===== config.mk =====
export PLATFORM = sky130hd
export DESIGN_NAME = ref_presence_monitor
export DESIGN_NICKNAME = d
export VERILOG_FILES = /design/src/rtl/refmon_pkg.sv /design/src/rtl/refmon_sync.sv /design/src/rtl/refmon_window.sv /design/src/rtl/refmon_edge_count.sv /design/src/rtl/ref_presence_monitor.sv
export SDC_FILE = /design/constraint.sdc
export NUM_CORES = 1
export LEC_CHECK = 0
export BUFFER_PORTS_ARGS = -buffer_cell sky130_fd_sc_hd__buf_2
export CAP_MARGIN = 20
export CORE_UTILIZATION = 30
export DETAILED_ROUTE_END_ITERATION = 10
export PLACE_DENSITY = 0.57
export SLEW_MARGIN = 40
export SYNTH_ARGS = -nofsm -noshare
export SYNTH_HDL_FRONTEND = slang
export SYNTH_HIERARCHICAL = 1
export SYNTH_SLANG_ARGS = --single-unit

===== constraint.sdc =====
create_clock -name clk -period 3.8 [get_ports clk]
set_clock_uncertainty 0.05 [all_clocks]
set_input_delay 0.19 -clock clk [delete_from_list [all_inputs] [get_ports clk]]
set_output_delay 0.19 -clock clk [all_outputs]
set_load 0.02 [all_outputs]

===== src/rtl/refmon_pkg.sv =====
package refmon_pkg;

    typedef enum logic {
        REF_LOST = 1'b0,
        REF_OK   = 1'b1
    } ref_state_e;

    // Saturating add used by the edge counter.
    function automatic int unsigned sat_add(int unsigned a, int unsigned b, int unsigned lim);
        int unsigned s;
        s = a + b;
        return (s > lim) ? lim : s;
    endfunction

endpackage


===== src/rtl/refmon_sync.sv =====
module refmon_sync #(
    parameter int SYNC_STAGES = 2
) (
    input  logic clk,
    input  logic rst,
    input  logic ref_in,
    output logic rise_pulse
);
    // pipe[0..SYNC_STAGES-1] synchronize; pipe[SYNC_STAGES] holds the prior level
    logic [SYNC_STAGES:0] pipe_q;

    always_ff @(posedge clk) begin
        if (rst) pipe_q <= '0;
        else     pipe_q <= {pipe_q[SYNC_STAGES-1:0], ref_in};
    end

    assign rise_pulse = pipe_q[SYNC_STAGES-1] & ~pipe_q[SYNC_STAGES];

    // a detected rise lasts exactly one cycle
    a_r1_single_cycle_rise: assert property (@(posedge clk) disable iff (rst)
        rise_pulse |=> !rise_pulse);

endmodule


===== src/rtl/refmon_window.sv =====
module refmon_window #(
    parameter int WIN_CYCLES = 13248
) (
    input  logic clk,
    input  logic rst,
    output logic win_end
);
    localparam int WW = (WIN_CYCLES > 1) ? $clog2(WIN_CYCLES) : 1;
    localparam logic [WW-1:0] LAST = WW'(WIN_CYCLES - 1);

    logic [WW-1:0] cnt_q;

    assign win_end = (cnt_q == LAST);

    always_ff @(posedge clk) begin
        if (rst)          cnt_q <= '0;
        else if (win_end) cnt_q <= '0;
        else              cnt_q <= cnt_q + 1'b1;
    end

    // inside a window the position advances by one each cycle
    a_r2_window_advance: assert property (@(posedge clk) disable iff (rst)
        (cnt_q != LAST) |=> (cnt_q == $past(cnt_q) + 1'b1));

    // a closed window is followed at once by a fresh one
    a_r2_window_restart: assert property (@(posedge clk) disable iff (rst)
        win_end |=> (cnt_q == '0));

endmodule


===== src/rtl/refmon_edge_count.sv =====
module refmon_edge_count
    import refmon_pkg::*;
#(
    parameter int MAX_COUNT = 3,
    parameter int CW        = 2
) (
    input  logic          clk,
    input  logic          rst,
    input  logic          edge_in,
    input  logic          clr,
    output logic [CW-1:0] total
);
    logic [CW-1:0] cnt_q;

    // count including any edge seen on the current cycle
    assign total = CW'(sat_add(32'(cnt_q), 32'(edge_in), MAX_COUNT));

    always_ff @(posedge clk) begin
        if (rst)      cnt_q <= '0;
        else if (clr) cnt_q <= '0;
        else          cnt_q <= total;
    end

    // a saturated count stays saturated when more edges arrive
    a_r8_no_overflow: assert property (@(posedge clk) disable iff (rst)
        (cnt_q == CW'(MAX_COUNT) && edge_in && !clr) |=> (cnt_q == CW'(MAX_COUNT)));

    // the count starts from zero in each new window
    a_r2_count_cleared: assert property (@(posedge clk) disable iff (rst)
        clr |=> (cnt_q == '0));

endmodule


===== src/rtl/ref_presence_monitor.sv =====
module ref_presence_monitor
    import refmon_pkg::*;
#(
    parameter int WIN_CYCLES  = 13248,
    parameter int MIN_EDGES   = 2,
    parameter int MAX_COUNT   = 3,
    parameter int SYNC_STAGES = 2
) (
    input  logic clk,
    input  logic rst,
    input  logic ref_in,
    output logic ref_present,
    output logic ref_lost,
    output logic hold_centre
);
    localparam int CW = $clog2(MAX_COUNT + 1);

    logic          rise;
    logic          win_end;
    logic [CW-1:0] total;
    ref_state_e    state_q;
    logic          hold_q;

    refmon_sync #(.SYNC_STAGES(SYNC_STAGES)) u_sync (
        .clk(clk), .rst(rst), .ref_in(ref_in), .rise_pulse(rise)
    );

    refmon_window #(.WIN_CYCLES(WIN_CYCLES)) u_window (
        .clk(clk), .rst(rst), .win_end(win_end)
    );

    refmon_edge_count #(.MAX_COUNT(MAX_COUNT), .CW(CW)) u_count (
        .clk(clk), .rst(rst), .edge_in(rise), .clr(win_end), .total(total)
    );

    always_ff @(posedge clk) begin
        if (rst) begin
            state_q <= REF_LOST;
            hold_q  <= 1'b1;
        end else if (win_end) begin
            if (32'(total) >= MIN_EDGES) begin
                state_q <= REF_OK;
                hold_q  <= 1'b0;
            end else begin
                state_q <= REF_LOST;
                hold_q  <= 1'b1;
            end
        end
    end

    assign ref_present = (state_q == REF_OK);
    assign ref_lost    = ~ref_present;
    assign hold_centre = hold_q;

    // reset forces the lost verdict and centre hold
    a_r7_reset_state: assert property (@(posedge clk)
        rst |=> (!ref_present && hold_centre));

    // outputs hold their value except when a window closes
    a_r9_update_at_end: assert property (@(posedge clk) disable iff (rst)
        !win_end |=> ($stable(ref_present) && $stable(hold_centre)));

    // enough edges give a present verdict
    a_r4_present_verdict: assert property (@(posedge clk) disable iff (rst)
        (win_end && 32'(total) >= MIN_EDGES) |=> ref_present);

    // too few edges give a lost verdict
    a_r3_lost_verdict: assert property (@(posedge clk) disable iff (rst)
        (win_end && 32'(total) < MIN_EDGES) |=> ref_lost);

    // centre hold follows the lost verdict
    a_r5_hold_matches_lost: assert property (@(posedge clk) disable iff (rst)
        hold_centre == ref_lost);

endmodule


; Yosys cells after proc, flatten, opt, wreduce, memory -nomap -nowiden
; Cells that the tools add are included.
[word_totals]
elab_cells = 17
reg_bits = 21
inputBits = 3
output_inout_bits = 3
[op_classes]
magnitude_cmp = 2
muxes = 3
reduce_logical = 1
n_eq_ne = 1
n_bitwise = 3
n_addsub = 2
[ops]
columns = cell, n
row1 = "14-bit by 1-bit adder with 14-bit output, second input constant", 1
row2 = "14-bit == test, second input constant", 1
row3 = 2-bit by 1-bit adder with 3-bit output, 1
row4 = "3-bit by 2-bit > comparator with 1-bit output, second input constant", 1
row5 = "2-bit >= comparator, second input constant", 1
row6 = 1-bit two-way mux, 2
row7 = 2-bit two-way mux, 1
row8 = 1-bit inverter, 2
row9 = 2-bit OR reduction, 1
row10 = 1-bit AND, 1

; Depth between registers and ports, before layout
[logic_depth]
depth_word = 7
depth_mapped = 7

; By module
; Netlist, hierarchy kept.
[by_module_without_submodules]
columns = mod, cells_each, instances, area_each_um2
row1 = refmon_window, 69, 1, 629.4
row2 = refmon_sync, 7, 1, 87.6
row3 = refmon_edge_count, 7, 1, 81.3
row4 = ref_presence_monitor, 8, 1, 72.6

; Least setup slack after synthesis
; Ideal clock, no wire load.
[synth_path]
path_type = register -> register
start = register u_window.cnt_q[0]
end = register u_window.cnt_q[12]
path_slack_ns = 2.022
path_stages_with_launch = 8
n_path_buf = 2
setup_ns = 0.115
t_required_ns = 3.635
arrival_time_ns = 1.613
cell_sequence = dfxtp_1 > ha_1 > nand3_1 > nor4_2 > or2_0 > buf_4 > buf_12 > nor2_1
[synth_via]
elab_chain_len = 2
[synth_rtl]
columns = item, line_no
row1 = start: declaration, refmon_window.sv:11  ; logic [WW-1:0] cnt_q;
row2 = start signal: assignment, refmon_window.sv:18  ; else cnt_q <= cnt_q + 1'b1;
row3 = 14-bit == test, refmon_window.sv:13  ; assign win_end = (cnt_q == LAST);
row4 = named net win_end, ref_presence_monitor.sv:19  ; logic win_end;
row5 = 2-bit OR reduction (no source line), n/a
; The timed path passes the listed nets, and every way through them passes these cells.
; A chain may end at the register's enable or synchronous reset.

; Worst setup path in the final report
[layout_path]
start = register u_window.cnt_q[0]
end = register u_window.cnt_q[10]
; Same word-level chain as after synthesis.

==> run summary <==
GRT Total Usage -> 0.104
R2R Path End -> u_window/cnt_q[10]
Main synth FF type -> dfxtp_1
Num CTS Buffers -> 3
average size of a mapped cell -> 9.57 µm²
sw frac -> 0.210
status -> finished, final reports clean
Post-CTS Setup Repair Bufs -> 0
ant diodes -> 0
insertion delay to the later sink of the worst-skew pair -> 0.29 ns
R2R setup slack -> 1.65 ns
initial antenna violation count -> 0
Antenna Nets Post-Route -> 0
Reg power frac -> 0.662
core area -> 0.00276 mm²
power density over the cells -> 369 mW/mm²
NumNets Final -> 104
worst-path maximum fanout -> 14
Reg clk slew, reported paths -> 0.11 ns
depth of the CTS H-tree -> 1
NetSw -> 72.3 µW
# setup viols final -> 0
Placed Area -> 907 µm²
RSZ-0062 raised after global routing -> false
Internal -> 272 µW
Final Critical Period -> 2.15 ns
reg2reg path depth -> 5
Synth cell types -> 24
clock share of power -> 0.298
Mapped Nets -> 96
crit end category -> register
Root Buffer -> clkbuf_4
EDFF count, synth -> 0
Yosys reg bits -> 21
Rows -> 19
worst-margin pin slew -> 0.531 ns
share of layout cells above drive strength 1 -> 0.143
first-pass GRT wire length -> 2.53 mm
number of max-cap violations -> 0
Post-Route Setup TNS -> 0 ns
GPL Wtd Cong -> 0.693
Leak -> 0.000309 µW
DRC -> 0
largest net degree at the start of global routing -> 15
via count of the first global-routing pass -> 629
area delta synth->final -> 7.18%
hold buffer count at cts -> 0
worst hold path class -> input port to register
Seq/Total Area, Yosys -> 0.483
Layout Cell Area excl Fill -> 933 µm²
hold path startpoint -> ref_in
die area -> 0.00312 mm²
Req. time, crit path -> 3.92 ns
Final HPWL DP -> 953 µm
most frequent cells in the layout -> 21 x dfxtp_1, 13 x nor2_1, 11 x xnor2_1
Final period util -> 0.566
drt wl/cell -> 9.84 µm
DR vias -> 606
Max Clk Rate -> 465 MHz
CTS tree -> yes
non-filler cells in the finished layout -> 129
DR pass1 iterations -> 4
Final Hold Viols -> 0
R2R Path Start -> u_window/cnt_q[0]
initial cell density of the core -> 0.316
Placed Cells -> 125
yosys warns -> 6
most common cell after layout, fill and taps aside -> dfxtp_1
CTS Buffer Depth -> 2
Multi-input gate area -> 412 µm²
max-slew violations -> 0
die span in y -> 55.9 µm
Syn Std Cell Area -> 871 µm²
WHS Path Cells -> 2
Via density -> 4.70
Final Util -> 0.338
Filler Cell Count -> 300
Worst Hold Endpoint -> u_sync/pipe_q[0]
combinational group share of total power -> 0.040
WS Path Type -> register to register
post-CTS resize count -> 0
CTS Sinks -> 21
Remaining Overflow, GRT -> 0
Detailed Route Iter0 Violations -> 5
CP arrival -> 2.27 ns
Post-Syn Instances -> 91
FF+latch area -> 420 µm²
Post-synth ARST share -> 0
nature of the critical path startpoint -> register
final wirelength -> 1.27 mm
IO buf count -> 5
slew margin rel. -> 0.646
die width -> 55.9 µm
Max VDD drop -> 0.189 mV
num ports -> 6
## final cells by class
class / count / area share
Multi-Input combinational cell: 65 / 0.441
Sequential cell: 21 / 0.450
Inverter: 3 / 0.0121
Timing Repair Buffer: 5 / 0.0268
Tap cell: 31 / 0.0416
Clock buffer: 4 / 0.0282
## cells in the mapped netlist (all sizes together), types with 2 or more instances
cell type | count | share of area
nor3 | 4 | 0.023
buf | 2 | 0.032
nor2 | 17 | 0.085
or2 | 3 | 0.022
a21o | 2 | 0.017
xnor2 | 11 | 0.11
inv | 3 | 0.013
nor2b | 4 | 0.032
nor4 | 3 | 0.029
nand4 | 5 | 0.036
ha | 2 | 0.029
dfxtp | 21 | 0.48
nor3b | 2 | 0.017
nand3 | 3 | 0.017
nand2 | 5 | 0.022
## worst max path at each step
| stage | cells after the start | endpoint | slack, ns | start |
|---|---|---|---|---|
| after global placement | 5 | u_window/cnt_q[12] | 1.47 | u_window/cnt_q[0] |
| final | 5 | u_window/cnt_q[10] | 1.65 | u_window/cnt_q[0] |
| after detailed placement | 5 | u_window/cnt_q[6] | 1.35 | u_window/cnt_q[0] |
| after floorplan | 7 | u_window/cnt_q[12] | 2.02 | u_window/cnt_q[0] |
| after CTS | 5 | u_window/cnt_q[6] | 1.37 | u_window/cnt_q[0] |
| after global routing | 5 | u_window/cnt_q[6] | 1.38 | u_window/cnt_q[0] |
## power by group through the flow
| stage | clock network [µW] | registers (µW) | logic (µW) |
|---|---|---|---|
| 5_1_grt | 121 | 229 | 16.8 |
| 4_1_cts | 109 | 228 | 14.4 |
| 2_1_floorplan | 0 | 232 | 13.5 |
| 6_report | 102 | 228 | 13.9 |
| 3_5_place_dp | 0 | 233 | 14.3 |
| 3_3_place_gp | 0 | 233 | 13.8 |
## stage by stage
step	hold slack (ns)	worst slack (ns)	total power, µW
detailed placement	0.363	1.35	247
CTS	0.0477	1.37	351
floorplan	0.209	2.02	246
global route	0.0555	1.38	367
global placement	0.361	1.47	247
finish	0.0592	1.65	344
## flip-flops by register name, summed over array words and instances, names as in the netlist
signal / flops
u_window/cnt_q: 14
u_sync/pipe_q: 3
u_count/cnt_q: 2
hold_centre: 1
ref_present: 1
## critical path, stage by stage, from the launching register on
cell and delay (ns):
dfxtp_1 0.40, ha_1 0.20, nand3_1 0.22, nor4_2 0.54, or2_1 0.51, nor2_1 0.12
## routing by layer
metal | routed length (µm) | vias up | track usage | part of all wire
met5 | 0 | - | 0 | 0
met4 | 8 | 0 | 0.0767 | 0.0063
met3 | 38 | 2 | 0.0279 | 0.030
met2 | 593 | 5 | 0.153 | 0.47
met1 | 629 | 282 | 0.130 | 0.50
li1 | - | 317 | - | -
## cell families after synthesis
family,count (synthesis),share of synthesized area
AOI/OAI and AO/OA,3,0.0230
adders and majority gates,2,0.0287
DFF,21,0.483
and+or+nand+nor,48,0.300
buffers and inverters,5,0.0445
xor gates and xnor gates,12,0.121
(Power assumes the default switching activity.)
